### config.mk
export PLATFORM = sky130hd
export DESIGN_NAME = mbox_irq
export DESIGN_NICKNAME = d
export VERILOG_FILES = /design/src/rtl/mbox_irq.sv
export SDC_FILE = /design/constraint.sdc
export NUM_CORES = 1
export LEC_CHECK = 0
export CAP_MARGIN = 10
export CORE_AREA = 2 2 39 41
export CTS_CLUSTER_DIAMETER = 40
export CTS_CLUSTER_SIZE = 12
export DETAILED_ROUTE_END_ITERATION = 12
export DIE_AREA = 0 0 41 43
export PLACE_DENSITY = 0.65
export SLEW_MARGIN = 20
export SYNTH_ARGS = -nofsm -noshare
export SYNTH_HDL_FRONTEND = slang
export SYNTH_SLANG_ARGS = --single-unit
### constraint.sdc
create_clock -name clk -period 0.85 [get_ports clk]
set_input_delay 0.255 -clock clk [delete_from_list [all_inputs] [get_ports clk]]
set_output_delay 0.255 -clock clk [all_outputs]
set_load 0.02 [all_outputs]
### src/rtl/mbox_irq.sv
module mbox_irq #(
  parameter int ADDR_W = 15
) (
  input  logic              clk,
  input  logic              rst_n,
  input  logic              l_ce_n,
  input  logic              l_we_n,
  input  logic              l_oe_n,
  input  logic [ADDR_W-1:0] l_addr,
  input  logic              l_busy_n,
  input  logic              r_ce_n,
  input  logic              r_we_n,
  input  logic              r_oe_n,
  input  logic [ADDR_W-1:0] r_addr,
  input  logic              r_busy_n,
  output logic              l_irq_n,
  output logic              r_irq_n
);

  localparam logic [ADDR_W-1:0] R_BOX = {ADDR_W{1'b1}};
  localparam logic [ADDR_W-1:0] L_BOX = R_BOX - 1'b1;

  logic l_wr, l_rd, r_wr, r_rd;
  logic set_r, clr_r, set_l, clr_l;

  assign l_wr = !l_ce_n && !l_we_n && l_busy_n;
  assign l_rd = !l_ce_n && !l_oe_n && l_busy_n;
  assign r_wr = !r_ce_n && !r_we_n && r_busy_n;
  assign r_rd = !r_ce_n && !r_oe_n && r_busy_n;

  assign set_r = l_wr && (l_addr == R_BOX);
  assign clr_r = r_rd && (r_addr == R_BOX);
  assign set_l = r_wr && (r_addr == L_BOX);
  assign clr_l = l_rd && (l_addr == L_BOX);

  always_ff @(posedge clk or negedge rst_n) begin
    if (!rst_n)     r_irq_n <= 1'b1;
    else if (set_r) r_irq_n <= 1'b0;
    else if (clr_r) r_irq_n <= 1'b1;
  end

  always_ff @(posedge clk or negedge rst_n) begin
    if (!rst_n)     l_irq_n <= 1'b1;
    else if (set_l) l_irq_n <= 1'b0;
    else if (clr_l) l_irq_n <= 1'b1;
  end

endmodule

==> flow_summary.yaml, run 1 <==
grt:
  grt_max_degree: 3
  antenna_found_initial: 0
  grt_pass1_vias: 421
  grtUsageTotal_pct: 11.95
  grt_pass1_wl_mm: 1.366
  grt_remaining_overflow: 0
critical_path:
  cpMaxStageDelayCell: "dfstp_2"
  rrSetupSlack_ps: 0
  cp.arrival_ps: 870
  path_buf_inv: 1
  critPathRequiredTime_ps: 590
  critPathKind: "reg2out"
  crit_path_max_fanout: 2
  startpoint_type: "flop"
  rr_worst_depth: 3
  critical_path.top_delay_family: "flip-flops"
  path_cells: "buf_6"
  rr_startpoint: "l_irq_n"
  max_stage_delay_ps: 530
  r2r_end: "l_irq_n"
  endpoint_kind: "output pin"
cts:
  cts_buffer_depth: 2
  holdBufCountCts: 0
  cts_buffers: 3
  root_buffer: "clkbuf_4"
  clkLatencyLatePin_ps: 220
  cts_tree: "yes"
  cts.clk_slew.worst_paths_ps: 30
  htreeDepth: 1
  cts.sinks: 2
sta:
  finalMaxSlewViolations: 0
  hold_violations: 0
  final-setup-viol-count: 4
  rsz0062_at_grt: "yes"
  min_period_ps: 1121
  worst_slack_ps: -271.2
  fin_worst_skew_ps: 0
  fmax_mhz: 891.9
  worst_pin_slew_ps: 272.1
  max_slew_margin_pct: 81.71
  period_share_pct: 131.9
cells_and_area:
  post-route-util_pct: 42.04
  layout_common_cells: "10 x buf_6, 10 x dlygate4sd2_1, 7 x clkdlybuf4s50_1, 7 x buf_2, 6 x nand4_1"
  area_growth_syn_to_layout_pct: 255.0
  fin_cells: 82
  nets: 108
  antenna_cells: 0
  final_layout_size_suffix_gt1_share_pct: 48.48
yosys:
  synth-xor-area-share_pct: 0
  yosysSeqAreaShare_pct: 32.06
  synthMuxAreaShare_pct: 0
  ys_warn_count: 0
  synth_top_family_by_area: "simple AND/OR/NAND/NOR gates"
  ys_ff_latch: 2
  synth_compound_area_share_pct: 13.74
  synth-simple-area-share_pct: 49.62
  syn_inst: 20
  syn_avg_cell_area_um2: 8.195
  synthAdderAreaFrac_pct: 0
  synth_cell_type_count: 9
  syn_nets: 60
  synth_area_um2: 163.9
power_and_ir_drop:
  p_per_area_nw_per_um2: 788.9
  ir_drop_mv: 0.3175
  p_leak_nw: 0.2691
drt:
  ant_nets: 0
  drt-wirelength-per-cell_um: 11.48
  via_per_inst: 4.573
  vias: 375
  first_pass_iters: 2
  route.detailed.drc: 0
  wirelength_um: 941
  drt_iter0_markers: 6
floorplan:
  die_x_um: 41
  start_util_pct: 11.84
  row_count: 14
  io_pins: 42
  coreArea_um2: 1384
  dieHeight_um: 43
  die_area_um2: 1763
hold_path:
  hold_path_class: "in2async"
placed_design:
  place_inst: 79
  port-buffer-count: 41
  gp_congestion: 0.6142
  pre_cts_slack_ps: -650.7
  dp_hpwl_um: 812.9
flow_run:
  maxCapViolCount: 0
run_status:
  violations: "setup timing"
  run_status: "finished with violations"
power by group:
part	leakage, nW	internal, mW	total [mW]	switching (mW)
logic	0.235	0.118	0.152	0.0342
clock network	0.0138	0.156	0.211	0.0548
registers	0.0206	0.0963	0.0964	0.0000243
total	0.269	0.370	0.459	0.0890
how the worst max path moves through the flow:
stage	start	endpoint	slack (ps)	cells after the start
after floorplan	r_busy_n	r_irq_n	-110	4
after detailed placement	r_busy_n	r_irq_n	-650	5
after CTS	l_irq_n	l_irq_n	-280	1
after global placement	r_busy_n	r_irq_n	-640	5
after global routing	l_irq_n	l_irq_n	-300	1
final	r_irq_n	r_irq_n	-270	1
routing by layer:
metal	wire length (um)	GRT usage, %	share of wire, %	up-vias
li1	-	-	-	176
met1	273	9.325	29	158
met2	457	21.56	49	41
met3	210	6.283	22	0
met4	0	6.000	0	0
met5	0	0	0	-
cells by family after synthesis:
kind of cell | count (synthesis)
and+or+nand+nor | 12
AOI/OAI and AO/OA | 4
buffers and inverters | 2
DFF | 2
flip-flops by register name, summed over array words and instances (netlist names):
| signal | count |
|---|---|
| r_irq_n | 1 |
| l_irq_n | 1 |
synth_stat cells:
cell / n / area share (%)
nand4_1: 6 / 23
a21oi_1: 2 / 6.1
a31oi_1: 2 / 7.6
dfstp_2: 2 / 32
inv_1: 2 / 4.6
nand4b_1: 2 / 11
nor2_1: 2 / 4.6
nor4_1: 1 / 3.8
nor4_2: 1 / 7.6
stage by stage:
stage                     cell area, um2  TNS, ps  hold WS (ps)  power [mW]
final                              581.8   -714.3         376.6      0.4590
after global routing               581.8   -931.7         376.5      0.4961
after CTS                          571.8   -792.6         368.7      0.4636
after detailed placement           615.6    -2308         566.2      0.2937
after global placement             615.6    -2277         542.7      0.2914
after floorplan                    170.2   -173.2         107.2      0.1104
final cells by class:
type,count,area [um2]
multi-input combinational,16,113.9
clock buffer,3,22.52
sequential,2,52.55
inverter,2,7.507
timing repair buffer,43,365.4
fill,152,802.0
tap,16,20.02
repair_timing:
action | CTS | global route
setup buffers | 0 | 1
gates resized for setup | 73 | 22
cloned | 0 | 0
setup endpoints to repair | 4 | 4
pin swaps | 13 | 7
No activity file was read; power rests on OpenSTA's default activity.
==> run 2, diff against run 1 <==
--- a/config.mk
+++ b/config.mk
@@ -11,7 +11,8 @@
 export CTS_CLUSTER_SIZE = 12
 export DETAILED_ROUTE_END_ITERATION = 12
 export DIE_AREA = 0 0 41 43
-export PLACE_DENSITY = 0.65
+export DONT_BUFFER_PORTS = 1
+export PLACE_DENSITY = 0.3
 export SLEW_MARGIN = 20
 export SYNTH_ARGS = -nofsm -noshare
 export SYNTH_HDL_FRONTEND = slang
==> constraint.sdc (replaced) <==
create_clock -name clk -period 0.85 [get_ports clk]
set_input_delay 0.1275 -clock clk [delete_from_list [all_inputs] [get_ports clk]]
set_output_delay 0.1275 -clock clk [all_outputs]
set_load 0.02 [all_outputs]
==> run 2 against run 1 <==
Routed wire length decreased by 32%. Via count decreased by 38%. Maximum frequency increased by 11%. Total power decreased by 29%. Register-to-register slack improved by 20 ps. Largest power group unchanged. Clock skew unchanged. Sequential cell count unchanged. Critical path depth unchanged. Non-clock buffer count decreased by 39. The flow still finishes with violations (setup timing).
==> flow_summary.yaml, run 2 (synthesis results as in run 1) <==
run_status:
  run_status: "finished with violations"
  violations: "setup timing"
sta:
  max_slew_margin_pct: 80.49
  hold_violations: 0
  finalMaxSlewViolations: 0
  min_period_ps: 1009
  worst_pin_slew_ps: 290.2
  period_share_pct: 118.7
  fin_worst_skew_ps: 0
  fmax_mhz: 991.2
  worst_slack_ps: -158.8
  hold-worst-slack_ps: 39.94
  rsz0062_at_grt: "yes"
  final-setup-viol-count: 2
drt:
  drt_iter0_markers: 0
  vias: 232
  route.met2.wl_um: 351
  wirelength_um: 642
  ant_nets: 0
  first_pass_iters: 1
  drt-wirelength-per-cell_um: 14.93
  top_layer: "met4"
  via_per_inst: 5.395
  dr_wl_met3_um: 118
  route.detailed.drc: 0
  wl_met1_um: 153
critical_path:
  rrSetupSlack_ps: 20
  path_buf_inv: 1
  path_cells: "buf_12"
  cpMaxStageDelayCell: "dfstp_2"
  crit_start: "l_irq_n"
  r2r_end: "r_irq_n"
  cp.arrival_ps: 880
  critPathRequiredTime_ps: 720
  crit_path_max_fanout: 2
  critical_path.top_delay_family: "flip-flops"
  rr_worst_depth: 2
  critPathKind: "reg2out"
  max_stage_delay_ps: 550
  startpoint_type: "flop"
  endpoint_kind: "output pin"
  rr_startpoint: "r_irq_n"
grt:
  grt_remaining_overflow: 0
  grt_pass1_vias: 245
  antenna_found_initial: 0
  grtUsageTotal_pct: 8.116
  grt_pass1_wl_um: 793
  grt_max_degree: 3
floorplan:
  row_count: 14
  dieHeight_um: 43
  start_util_pct: 11.84
  coreArea_um2: 1384
  die_area_um2: 1763
  die_x_um: 41
  io_pins: 42
cts:
  cts.clk_slew.worst_paths_ps: 30
  clkLatencyLatePin_ps: 220
  cts_buffer_depth: 2
  cts_tree: "yes"
  htreeDepth: 1
  cts_setup_buffers: 0
  root_buffer: "clkbuf_4"
  cts.sinks: 2
  cts_buffers: 3
placed_design:
  pre_cts_slack_ps: -204.3
  port-buffer-count: 0
  gp_congestion: 0.5559
hold_path:
  hold_path_class: "in2reg"
  worstHoldStart: "l_we_n"
  min_to: "r_irq_n"
  min_path_cells: 2
cells_and_area:
  layout_common_cells: "6 x nand4_1, 3 x clkbuf_4"
  reg_top3: "l_irq_n (1), r_irq_n (1)"
  antenna_cells: 0
  layout_commonest_cell: "nand4_1"
  final_layout_size_suffix_gt1_share_pct: 33.33
  nets: 69
  post-route-util_pct: 19.08
  area_growth_syn_to_layout_pct: 61.07
flow_run:
  maxCapViolCount: 0
power_and_ir_drop:
  ir_drop_mv: 0.2460
  power_mw: 0.3251
  p_leak_nw: 0.08323
  p_per_area_nw_per_um2: 1231
==> run 2: layer usage <==
metal,global-route usage (%),vias to the layer above
met5,0,-
met4,14.00,0
met3,1.571,2
met2,14.06,41
met1,3.834,91
li1,-,98
==> run 2: stage by stage <==
stage	TNS (ps)	instance area, um2	std cells
after floorplan	0	163.9	20
after global placement	-207.2	211.5	38
after detailed placement	-359.0	211.5	38
after CTS	-323.3	257.7	43
after global routing	-368.0	264.0	43
final	-296.9	264.0	43
==> run 2: cell type report <==
class | count | area, um2
fillers | 160 | 1120
multi-input cells | 16 | 110.1
flip-flops and latches | 2 | 52.55
repair buffers | 4 | 51.30
clock buffers | 3 | 22.52
well taps | 16 | 20.02
inverters | 2 | 7.507
==> run 2: worst max path at each step <==
| stage | cells past startpoint | slack, ps | to |
|---|---|---|---|
| final | 1 | -160 | l_irq_n |
| after detailed placement | 4 | -200 | l_irq_n |
| after CTS | 1 | -170 | l_irq_n |
| after global placement | 4 | -110 | r_irq_n |
| after global routing | 1 | -190 | l_irq_n |
| after floorplan | 4 | 4 | r_irq_n |
==> run 2: repair_timing <==
item | CTS | global route
hold buffers | 2 | 0
setup endpoints to repair | 2 | 3
hold endpoints to repair | 3 | 0
gates resized for setup | 1 | 1
==> run 2: where the power goes <==
group	total (mW)	switching (mW)	leakage [nW]	internal, mW
Combinational	0.0239	0.00971	0.0488	0.0142
Clock	0.205	0.0495	0.0138	0.155
Sequential	0.0964	0.0000319	0.0206	0.0964
